## src/rtl/conv_punct_pkg.sv

```systemverilog
package conv_punct_pkg;

  typedef struct packed {
    logic c1;
    logic c0;
  } enc_pair_t;

  function automatic int ones_in(logic [31:0] a);
    int n;
    n = 0;
    for (int i = 0; i < 32; i++) n += int'(a[i]);
    return n;
  endfunction

  // Number of kept bits in positions strictly below pos (both masks).
  function automatic int kept_before(logic [31:0] k0, logic [31:0] k1, int pos);
    int n;
    n = 0;
    for (int i = 0; i < 32; i++) begin
      if (i < pos) n += int'(k0[i]) + int'(k1[i]);
    end
    return n;
  endfunction

endpackage

```

## src/rtl/conv_core.sv

```systemverilog
module conv_core
  import conv_punct_pkg::*;
#(
  parameter int             K    = 7,
  parameter logic [K-1:0]   GEN0 = 7'b1111001,
  parameter logic [K-1:0]   GEN1 = 7'b1011011
) (
  input  logic      clk,
  input  logic      srst,
  input  logic      accept,
  input  logic      din,
  output enc_pair_t pair
);

  logic [K-1:0] sr_q;
  logic [K-1:0] sr_n;

  assign sr_n    = {sr_q[K-2:0], din};
  assign pair.c0 = ^(sr_n & GEN0);
  assign pair.c1 = ^(sr_n & GEN1);

  always_ff @(posedge clk) begin
    if (srst)        sr_q <= '0;
    else if (accept) sr_q <= sr_n;
  end

  // register moves only on an accepted bit
  a_r1_hold_when_idle: assert property (@(posedge clk) disable iff (srst)
    !accept |=> $stable(sr_q));

endmodule

```

## src/rtl/punct_ctrl.sv

```systemverilog
module punct_ctrl
  import conv_punct_pkg::*;
#(
  parameter int           N     = 3,
  parameter int           M     = 4,
  parameter logic [N-1:0] KEEP0 = 3'b101,
  parameter logic [N-1:0] KEEP1 = 3'b011
) (
  input  logic         clk,
  input  logic         srst,
  input  logic         ce,
  input  logic         in_valid,
  input  logic         in_first,
  input  enc_pair_t    pair,
  output logic         accept,
  output logic         in_ready,
  output logic         first_ready,
  output logic         load,
  output logic [M-1:0] load_data
);

  localparam int PW    = $clog2(N);
  localparam int STALL = M - N;
  localparam int SW    = $clog2(STALL + 1);

  logic [PW-1:0] pos_q;
  logic [SW-1:0] stall_q;
  logic          fdp_q;
  logic [N-1:0]  g0_q, g1_q, g0_n, g1_n;
  logic [N-1:0]  h0_q, h1_q;
  logic          realign;
  logic [PW-1:0] eff_pos;

  assign in_ready    = (stall_q == '0);
  assign first_ready = in_ready && (pos_q == '0);
  assign accept      = ce && in_valid && in_ready && !srst;
  assign realign     = accept && in_first && !fdp_q;
  assign eff_pos     = realign ? '0 : pos_q;
  assign load        = accept && (eff_pos == PW'(N - 1));

  always_comb begin
    g0_n = g0_q;
    g1_n = g1_q;
    if (accept) begin
      g0_n[eff_pos] = pair.c0;
      g1_n[eff_pos] = pair.c1;
    end
  end

  always_ff @(posedge clk) begin
    if (srst) begin
      pos_q   <= '0;
      stall_q <= '0;
      fdp_q   <= 1'b0;
      g0_q    <= '0;
      g1_q    <= '0;
      h0_q    <= '0;
      h1_q    <= '0;
    end else if (ce) begin
      if (stall_q != '0) stall_q <= stall_q - 1'b1;
      if (accept) begin
        fdp_q <= in_first;
        g0_q  <= g0_n;
        g1_q  <= g1_n;
        if (load) begin
          pos_q   <= '0;
          stall_q <= SW'(STALL);
          h0_q    <= g0_n;
          h1_q    <= g1_n;
        end else begin
          pos_q <= eff_pos + 1'b1;
        end
      end
    end
  end

  // Pack the held group's kept bits: position order, c0 before c1.
  for (genvar j = 0; j < N; j++) begin : g_pack
    localparam int BASE = kept_before(32'(KEEP0), 32'(KEEP1), j);
    if (KEEP0[j]) begin : g_k0
      assign load_data[BASE] = h0_q[j];
    end
    if (KEEP1[j]) begin : g_k1
      assign load_data[BASE + int'(KEEP0[j])] = h1_q[j];
    end
  end

  // completing a group closes the input next cycle
  a_r3_ready_drop: assert property (@(posedge clk) disable iff (srst)
    load |=> !in_ready);

  // a realign leaves the group boundary
  a_r7_first_drop: assert property (@(posedge clk) disable iff (srst)
    realign |=> !first_ready);

  // reset returns the pattern to a clean boundary
  a_r9_reset_clean: assert property (@(posedge clk)
    srst |=> (first_ready && in_ready));

endmodule

```

## src/rtl/punct_serializer.sv

```systemverilog
module punct_serializer #(
  parameter int M = 4
) (
  input  logic         clk,
  input  logic         srst,
  input  logic         ce,
  input  logic         load,
  input  logic [M-1:0] load_data,
  output logic         out_valid,
  output logic         out_bit
);

  localparam int CW = $clog2(M + 1);

  logic [CW-1:0] cnt_q;
  logic [M-1:0]  sh_q;

  assign out_valid = (cnt_q != '0);
  assign out_bit   = sh_q[0];

  always_ff @(posedge clk) begin
    if (srst) begin
      cnt_q <= '0;
      sh_q  <= '0;
    end else if (load) begin
      cnt_q <= CW'(M);
      sh_q  <= load_data;
    end else if (ce && cnt_q != '0) begin
      cnt_q <= cnt_q - 1'b1;
      sh_q  <= sh_q >> 1;
    end
  end

  // a new block never cuts into an unfinished one
  a_r4_no_overrun: assert property (@(posedge clk) disable iff (srst)
    load |-> (cnt_q <= CW'(1)));

  // disabled clock freezes the drain
  a_r8_freeze: assert property (@(posedge clk) disable iff (srst)
    !ce |=> ($stable(cnt_q) && $stable(sh_q)));

endmodule

```

## src/rtl/conv_punct_ser_enc.sv

```systemverilog
module conv_punct_ser_enc
  import conv_punct_pkg::*;
#(
  parameter int           K     = 7,
  parameter logic [K-1:0] GEN0  = 7'b1111001,
  parameter logic [K-1:0] GEN1  = 7'b1011011,
  parameter int           N     = 3,
  parameter int           M     = 4,
  parameter logic [N-1:0] KEEP0 = 3'b101,
  parameter logic [N-1:0] KEEP1 = 3'b011
) (
  input  logic clk,
  input  logic srst,
  input  logic ce,
  input  logic in_valid,
  input  logic in_data,
  input  logic in_first,
  output logic in_ready,
  output logic first_ready,
  output logic out_valid,
  output logic out_bit
);

  localparam int KEPT = ones_in(32'(KEEP0)) + ones_in(32'(KEEP1));

  enc_pair_t    pair;
  logic         accept;
  logic         load;
  logic [M-1:0] load_data;

  conv_core #(.K(K), .GEN0(GEN0), .GEN1(GEN1)) u_core (
    .clk    (clk),
    .srst   (srst),
    .accept (accept),
    .din    (in_data),
    .pair   (pair)
  );

  punct_ctrl #(.N(N), .M(M), .KEEP0(KEEP0), .KEEP1(KEEP1)) u_ctrl (
    .clk         (clk),
    .srst        (srst),
    .ce          (ce),
    .in_valid    (in_valid),
    .in_first    (in_first),
    .pair        (pair),
    .accept      (accept),
    .in_ready    (in_ready),
    .first_ready (first_ready),
    .load        (load),
    .load_data   (load_data)
  );

  punct_serializer #(.M(M)) u_ser (
    .clk       (clk),
    .srst      (srst),
    .ce        (ce),
    .load      (load),
    .load_data (load_data),
    .out_valid (out_valid),
    .out_bit   (out_bit)
  );

  // parameter consistency at elaboration
  initial begin
    a_r10_k_range: assert (K >= 3 && K <= 9)
      else $error("constraint length out of range");
    a_r10_n_range: assert (N >= 2 && N <= 12)
      else $error("group length out of range");
    a_r10_m_range: assert (M >= N + 1 && M <= 2 * N - 1)
      else $error("output count out of range");
    a_r10_mask_ones: assert (KEPT == M)
      else $error("mask ones do not match output count");
  end

  // input stalls only while a block is draining
  a_r3_stall_in_drain: assert property (@(posedge clk) disable iff (srst)
    !in_ready |-> out_valid);

endmodule

```

## config.mk

```make
export PLATFORM = sky130hd
export DESIGN_NAME = conv_punct_ser_enc
export DESIGN_NICKNAME = d
export VERILOG_FILES = /design/src/rtl/conv_punct_pkg.sv /design/src/rtl/conv_core.sv /design/src/rtl/punct_ctrl.sv /design/src/rtl/punct_serializer.sv /design/src/rtl/conv_punct_ser_enc.sv
export SDC_FILE = /design/constraint.sdc
export NUM_CORES = 1
export LEC_CHECK = 0
export BUFFER_PORTS_ARGS = -buffer_cell sky130_fd_sc_hd__buf_2
export CORE_MARGIN = 4
export CORE_UTILIZATION = 50
export DETAILED_ROUTE_END_ITERATION = 7
export MAX_ROUTING_LAYER = met4
export PLACE_DENSITY = 0.72
export SLEW_MARGIN = 5
export SYNTH_ARGS = -nofsm -noshare
export SYNTH_HDL_FRONTEND = slang
export SYNTH_SLANG_ARGS = --single-unit
```

## constraint.sdc

```tcl
create_clock -name clk -period 1.4 [get_ports clk]
set_clock_uncertainty 0.15 [all_clocks]
set_input_delay 0.07 -clock clk [delete_from_list [all_inputs] [get_ports clk]]
set_output_delay 0.07 -clock clk [all_outputs]
set_load 0.05 [all_outputs]
```

==> results of run 1 <==
## power breakdown
part,switching (mW),internal [mW],leakage [nW]
clock,0.190,0.158,0.0210
sequential,0.0429,0.760,0.197
combinational,0.468,0.503,0.411
## worst max-delay path, cell delays in order (launching register included)
cell                       delay (ns)
sky130_fd_sc_hd__dfxtp_2         0.34
sky130_fd_sc_hd__and4bb_4        0.34
sky130_fd_sc_hd__and4b_2         0.32
sky130_fd_sc_hd__buf_4           0.15
sky130_fd_sc_hd__o41ai_2         0.05
## cells by family after synthesis
logic type	Yosys count	synth area share [%]
and+or+nand+nor	45	22.4
muxes	3	2.77
buffers and inverters	12	5.43
adders and majority gates	2	2.31
xor gates and xnor gates	7	6.93
AOI/OAI and AO/OA	22	15.8
DFF	24	44.3
## final cells by class
cell class	instances	area (um2)	area share (%)
Multi-Input combinational cell	79	633	42.7
Tap cell	27	33.8	2.28
Timing Repair Buffer	31	275	18.5
Inverter	5	18.8	1.26
Sequential cell	24	487	32.8
Clock buffer	4	36.3	2.45
## path summary, 6_finish.rpt
path,from,to
worst max register to register,u_ctrl.stall_q,u_ser.sh_q[3]
worst max-delay path,u_ctrl.stall_q,u_ser.sh_q[3]
worst min-delay path,srst,u_ser.sh_q[1]
worst min register to register,u_ctrl.g1_q[0],u_ctrl.h1_q[0]
## what timing repair did
| item | 4_1_cts | 5_1_grt |
|---|---|---|
| buffers inserted | 4 | 1 |
| hold buffers | 3 | 0 |
| resized for setup | 11 | 14 |
| endpoints found under the setup margin | 13 | 16 |
| cloned | 0 | 1 |
| pin swaps | 2 | 4 |
| endpoints found under the hold margin | 3 | 0 |
## layer usage
layer	wire, um	vias to the layer above	GRT usage [%]
li1	-	453	-
met1	992	422	21.1
met2	1180	8	31.1
met3	44	4	2.45
met4	34	0	6.22
met5	0	-	-
## metrics by stage
stage               util (%)  setup WS, ns
floorplan                  -        -0.160
detailed placement      63.1       -0.0950
finish                  74.1       -0.0446
global placement        63.1       -0.0532
global route            74.1       -0.0834
CTS                     69.5       -0.0626
## cell usage in the layout (no fill, tap or decap), types with 2 or more instances in the layout
cell	instances
sky130_fd_sc_hd__a211oi_2	3
sky130_fd_sc_hd__buf_2	7
sky130_fd_sc_hd__buf_4	14
sky130_fd_sc_hd__buf_6	4
sky130_fd_sc_hd__clkbuf_4	3
sky130_fd_sc_hd__dfxtp_1	19
sky130_fd_sc_hd__dfxtp_2	5
sky130_fd_sc_hd__dlygate4sd3_1	3
sky130_fd_sc_hd__inv_1	3
sky130_fd_sc_hd__inv_2	2
sky130_fd_sc_hd__mux2i_1	2
sky130_fd_sc_hd__nand2_1	16
sky130_fd_sc_hd__nand2b_1	6
sky130_fd_sc_hd__nand2b_4	2
sky130_fd_sc_hd__nand3_1	2
sky130_fd_sc_hd__nand3b_1	4
sky130_fd_sc_hd__nor2_1	4
sky130_fd_sc_hd__nor2_2	3
sky130_fd_sc_hd__o21ai_0	2
sky130_fd_sc_hd__o21ai_1	8
sky130_fd_sc_hd__o2bb2ai_1	2
sky130_fd_sc_hd__xnor2_1	2
sky130_fd_sc_hd__xnor2_2	2
sky130_fd_sc_hd__xor2_1	2
## sequential cells by signal (all words and copies together), names as in the netlist, 2 cells and up
name          flops
u_ctrl.h0_q       2
u_ctrl.h1_q       2
u_ser.sh_q        4
u_ser.cnt_q       3
u_ctrl.pos_q      2
u_ctrl.g1_q       2
u_core.sr_q       6
==> results.md, run 1 <==
| Stage | Quantity | Reported |
| --- | --- | --- |
| routing | 1st-iter DRT viols | 7 |
| clock tree | CTS Buf Count | 3 |
| outcome | Violations in the final reports | negative setup slack |
| yosys | Dominant synthesized flop cell | sky130_fd_sc_hd__dfxtp_1 |
| sta | Tcrit/Tclk final | 103% |
| yosys | Instance count of the mapped netlist | 115 |
| clock tree | Clock latency at the later pin of the worst-skew pair | 0.30 ns |
| routing | Final wirelength | 2250 um |
| critical path | Arr. time, crit path | 1.49 ns |
| clock tree | Maximum buffer depth of the clock tree | 2 |
| yosys | Count leader, synth | sky130_fd_sc_hd__dfxtp_1 |
| floorplanning | # IOs | 10 |
| layout | Antenna diodes | 0 |
| sta | Hold slack final | 0.0260 ns |
| routing | Routed vias | 887 |
| floorplanning | Effective utilization at floorplan | 54.1% |
| clock tree | Number of H-tree branching levels | 1 |
| sta | Setup_tns | -0.191 ns |
| clock tree | Clk sinks | 24 |
| yosys | EDFF count, synth | 0 |
| grt | Global-route wire length before repair | 3740 um |
| hold path | Path class of the lowest-slack min-delay path | input port to flip-flop |
| yosys | Library cell occupying the most area in the post-synthesis netlist | sky130_fd_sc_hd__dfxtp_1 |
| routing | Drt wl/cell | 13.2 um |
| yosys | Register area share after synthesis | 44.3% |
| sta | Unrepaired setup endpoints after global routing | true |
| yosys | Distinct cell type count after synthesis | 33 |
| critical path | Critical-path maximum fanout | 5 |
| yosys | Post-synth design cell area | 0.00108 mm2 |
| critical path | Required time worst endpoint | 1.45 ns |
| placed design | Weighted congestion at the end of routability-driven global placement | 0.870 |
| sta | Fmax achieved | 692 MHz |
| pwr | Power density relative to cell area | 1430 mW/mm2 |
| floorplanning | Standard-cell rows | 16 |
| floorplanning | Area of the placeable core | 0.00200 mm2 |
| critical path | Startpoint-to-endpoint class of the critical path | flip-flop to flip-flop |
| clock tree | Clock-pin slew on the worst setup and hold paths | 0.12 ns |
| grt | Gr ovfl total | 0 |
| grt | Pin count of the biggest net entering global routing | 22 |
| placed design | Total placed cells including tap cells | 157 |
| sta | Count of endpoints failing setup in the final report | 5 |
| hold path | Hold Path Cell Cnt | 3 |
| pwr | Leakage power | 0.629 nW |
| layout | Share of cells above drive strength 1 | 41.3% |
| routing | DRC violation count after routing | 0 |
| sta | Fin. max-slew vios | 0 |
| floorplanning | Area of the die | 0.00298 mm2 |
| sta | Slew headroom | 79.8% |
| grt | Overall fraction of global-route tracks in use | 17.9% |
| critical path | Reg-to-reg setup timing slack | -0.04 ns |
| clock tree | TritonCTS clock tree | done |
| run | Max Cap Viol | 0 |
| yosys | Share of flip-flops with an asynchronous set or reset | 0% |
| yosys | Area share of the leading cell type in the synthesized netlist | 44.3% |
| floorplanning | Y dimension of the die | 54.6 um |
| critical path | Crit path launch type | flip-flop |
| yosys | Most used standard cells in the synthesized netlist | sky130_fd_sc_hd__dfxtp_1, sky130_fd_sc_hd__nand2_1, sky130_fd_sc_hd__nand2b_1, sky130_fd_sc_hd__nor2_1, sky130_fd_sc_hd__o21ai_1 |
| placed design | DPL Wire Length | 1550 um |
| grt | Via count of the first global-routing pass | 865 |
| grt | Antenna violations before repair | 0 |
| outcome | Status | finished with violations |
| sta | Shortest clock period the worst path allows after layout | 1.44 ns |
| yosys | Warnings, synthesis | 0 |
| placed design | Port bufs | 9 |
| routing | First-pass DRT Iterations | 4 |
| layout | Layout Cells excl Fill | 170 |
| layout | Synth-to-Final Area Change | 37.0% |
| routing | Mean number of vias per cell | 5.22 |
| layout | Fillers | 146 |
| yosys | Ranking of synthesized cells by area | sky130_fd_sc_hd__dfxtp_1, sky130_fd_sc_hd__nand2_1, sky130_fd_sc_hd__nand2b_1 |
| critical path | CP endpoint kind | flip-flop |
| sta | Worst setup margin | -0.0446 ns |
| critical path | Path depth of the worst reg2reg path | 4 |
| layout | Nets@finish | 152 |
| yosys | Post-synthesis net count | 123 |
| sta | Slew @ Worst Pin | 0.299 ns |
| yosys | Average size of a mapped cell | 9.42 um2 |
| yosys | Seq cells post-synth | 24 |
| placed design | Post-Place Cell Area | 0.00126 mm2 |
| sta | Total count of hold-check failures in the final report | 0 |
| floorplanning | Die extent in x | 54.6 um |
| layout | Finished Cell Area | 0.00148 mm2 |
| pwr | Design Power | 2.12 mW |
| pwr | Highest ir drop seen on vdd | 1390 uV |
| clock tree | Clock root buffer | sky130_fd_sc_hd__clkbuf_4 |
| routing | Routed Antenna Nets | 0 |
No activity file was read; power rests on OpenSTA's default activity.
==> inputs of run 2 (changes only) <==
Settings changed: CORE_UTILIZATION 50 to 54, PLACE_DENSITY 0.72 to 0.74, SLEW_MARGIN 5 to not set.
Clock period 1.4 ns to 1.7 ns, I/O delays scaled along.
==> results.md, run 2 (same netlist as run 1, synthesis figures left out) <==
| Stage | Quantity | Reported | vs previous |
| --- | --- | --- | --- |
| outcome | Status | complete, no violations |  |
| sta | Total count of hold-check failures in the final report | 0 | unchanged |
| layout | Finished Cell Area | 0.00124 mm2 | -16% |
| grt | Antenna violations before repair | 0 | unchanged |
| floorplanning | # IOs | 10 | unchanged |
| placed design | Post-Place Cell Area | 0.00115 mm2 | -9.0% |
| pwr | Leakage power | 0.516 nW | -18% |
| layout | Nets@finish | 137 | -9.9% |
| critical path | Max incr delay on CP | 0.52 ns | +0.18 ns |
| sta | Tcrit/Tclk final | 94.5% |  |
| placed design | Port bufs | 9 | unchanged |
| routing | Routed vias | 803 | -9.5% |
| routing | Mean number of vias per cell | 5.25 | +0.59% |
| pwr | Design Power | 1.50 mW | -29% |
| grt | Pin count of the biggest net entering global routing | 22 | unchanged |
| clock tree | Number of H-tree branching levels | 1 | unchanged |
| critical path | Crit path launch type | input port |  |
| sta | Fin. max-slew vios | 0 | unchanged |
| clock tree | TritonCTS clock tree | done |  |
| clock tree | Clock latency at the later pin of the worst-skew pair | 0.31 ns | about the same |
| floorplanning | Die extent in x | 52.8 um | -3.2% |
| floorplanning | Y dimension of the die | 52.8 um | -3.2% |
| grt | Via count of the first global-routing pass | 815 | -5.8% |
| sta | Worst setup margin | 0.0942 ns | +0.139 ns |
| pwr | Highest ir drop seen on vdd | 712 uV | -49% |
| clock tree | Clock-pin slew on the worst setup and hold paths | 0.13 ns | about the same |
| routing | Drt wl/cell | 12.2 um | -7.9% |
| critical path | CP bufs+invs | 2 | +1 |
| layout | Fin util | 68.1% | -6.0 points |
| critical path | Worst path top cell family by delay | simple AND/OR/NAND/NOR gates |  |
| routing | Final wirelength | 1870 um | -17% |
| layout | Synth-to-Final Area Change | 14.4% |  |
| layout | Max reg flops | 6 | unchanged |
| routing | First-pass DRT Iterations | 4 | unchanged |
| sta | Shortest clock period the worst path allows after layout | 1.61 ns |  |
| hold path | Path class of the lowest-slack min-delay path | input port to flip-flop |  |
| run | Max Cap Viol | 0 | unchanged |
| critical path | Startpoint-to-endpoint class of the critical path | input port to flip-flop |  |
| grt | Overall fraction of global-route tracks in use | 17.4% | -0.48 points |
| floorplanning | Standard-cell rows | 15 | -1 |
| routing | Routed Antenna Nets | 0 | unchanged |
| sta | Count of endpoints failing setup in the final report | 0 | -5 |
| clock tree | CTS Buf Count | 3 | unchanged |
| critical path | Cell Chain, Critical Path | dlygate4sd3_1 > buf_2 > and4bb_1 > and4b_2 > nor2_1 > a21o_1 |  |
| sta | Slew headroom | 79.1% | -0.69 points |
| critical path | Worst-path cell with the longest stage delay | sky130_fd_sc_hd__dlygate4sd3_1 |  |
| placed design | DPL Wire Length | 1320 um | -15% |
| pwr | Power density relative to cell area | 1210 mW/mm2 | -15% |
| sta | Slew @ Worst Pin | 0.311 ns | +0.0112 ns |
| layout | Most common cell after layout, fill and taps aside | sky130_fd_sc_hd__dfxtp_1 |  |
| critical path | CP endpoint kind | flip-flop |  |
| routing | 1st-iter DRT viols | 10 | +3 |
| sta | Fmax achieved | 623 MHz |  |
| placed design | Total placed cells including tap cells | 145 | -7.6% |
| layout | Largest register by flop count | u_core.sr_q |  |
| critical path | Required time worst endpoint | 1.78 ns | +0.33 ns |
| layout | Antenna diodes | 0 | unchanged |
| routing | DRC violation count after routing | 0 | unchanged |
| layout | Commonest cells after routing, fill and taps aside | sky130_fd_sc_hd__dfxtp_1, sky130_fd_sc_hd__nand2_1, sky130_fd_sc_hd__buf_2 |  |
| grt | Gr ovfl total | 0 | unchanged |
| layout | Largest registers in the final layout | u_core.sr_q: 6 flops, u_ser.sh_q: 4 flops, u_ser.cnt_q: 3 flops |  |
| layout | Layout Cells excl Fill | 153 | -10% |
| grt | Global-route wire length before repair | 3390 um | -9.2% |
| critical path | Arr. time, crit path | 1.68 ns | +0.19 ns |
| floorplanning | Area of the placeable core | 0.00182 mm2 | -9.1% |
| clock tree | Clk sinks | 24 | unchanged |
| sta | Unrepaired setup endpoints after global routing | false |  |
| clock tree | Maximum buffer depth of the clock tree | 2 | unchanged |
| floorplanning | Effective utilization at floorplan | 59.5% | +5.4 points |
| layout | Share of cells above drive strength 1 | 20.3% | -21 points |
| sta | Hold slack final | 0.0234 ns | -0.00255 ns |
| floorplanning | Area of the die | 0.00279 mm2 | -6.3% |
| layout | Fillers | 157 | +7.5% |
| sta | Setup_tns | 0 ns | +0.191 ns |
| clock tree | Clock root buffer | sky130_fd_sc_hd__clkbuf_4 |  |
| critical path | Critical-path maximum fanout | 7 | +2 |
| placed design | Weighted congestion at the end of routability-driven global placement | 0.677 | -22% |
| placed design | Worst slack, placed | -0.0618 ns | +0.0332 ns |
[run 2: cell count changes in the layout (fill, tap and decap cells not counted), moves of 2 or more]
cell,delta
sky130_fd_sc_hd__buf_2,+2
sky130_fd_sc_hd__dfxtp_2,-4
sky130_fd_sc_hd__xnor2_2,-2
sky130_fd_sc_hd__inv_1,+2
sky130_fd_sc_hd__buf_4,-11
sky130_fd_sc_hd__dfxtp_1,+4
sky130_fd_sc_hd__buf_6,-4
sky130_fd_sc_hd__nor2_1,+4
sky130_fd_sc_hd__xnor2_1,+2
sky130_fd_sc_hd__inv_2,-2
sky130_fd_sc_hd__nor2_2,-3
[run 2: area by class of cell]
type / count / area, um2 / share of cell area (%)
timing repair buffer: 16 / 108 / 8.68
multi-input combinational: 79 / 564 / 45.5
inverter: 5 / 18.8 / 1.51
clock buffer: 4 / 36.3 / 2.93
sequential: 24 / 482 / 38.8
tap: 25 / 31.3 / 2.52
[run 2: routing by layer]
layer | share of wire, % | routed length, um | global-route usage (%)
met1 | 46 | 861 | 18.8
met2 | 49 | 913 | 29.5
met3 | 2.4 | 44 | 3.42
met4 | 2.5 | 46 | 10.2
met5 | 0 | 0 | -
[run 2: report_power, final]
group	leakage, nW	total (mW)	internal, mW	switching (mW)
registers	0.195	0.657	0.623	0.0343
logic	0.300	0.545	0.220	0.325
clock network	0.0210	0.300	0.131	0.169
total	0.516	1.50	0.974	0.528
[run 2: final timing paths]
path                  startpoint        endpoint  slack (ns)  cells past startpoint
setup / recovery              ce  u_ctrl.h0_q[2]        0.09                      6
hold / removal              srst   u_ser.sh_q[1]        0.02                      3
setup reg to reg  u_ser.cnt_q[0]  u_ser.cnt_q[1]        0.12                      6
hold reg to reg   u_ctrl.g0_q[0]  u_ctrl.h0_q[0]        0.30                      2
[run 2: worst reg2reg max path: stages (launching register included)]
cell	delay (ns)
sky130_fd_sc_hd__dfxtp_2	0.36
sky130_fd_sc_hd__inv_1	0.06
sky130_fd_sc_hd__ha_1	0.22
sky130_fd_sc_hd__nand2b_4	0.09
sky130_fd_sc_hd__and2_4	0.20
sky130_fd_sc_hd__nor2_1	0.07
sky130_fd_sc_hd__a2111oi_2	0.33
[run 2: what timing repair did]
action	CTS	global route
endpoints found under the hold margin	5	0
hold buffers	4	0
setup buffers	0	0
endpoints found under the setup margin	2	7
resized for setup	1	4
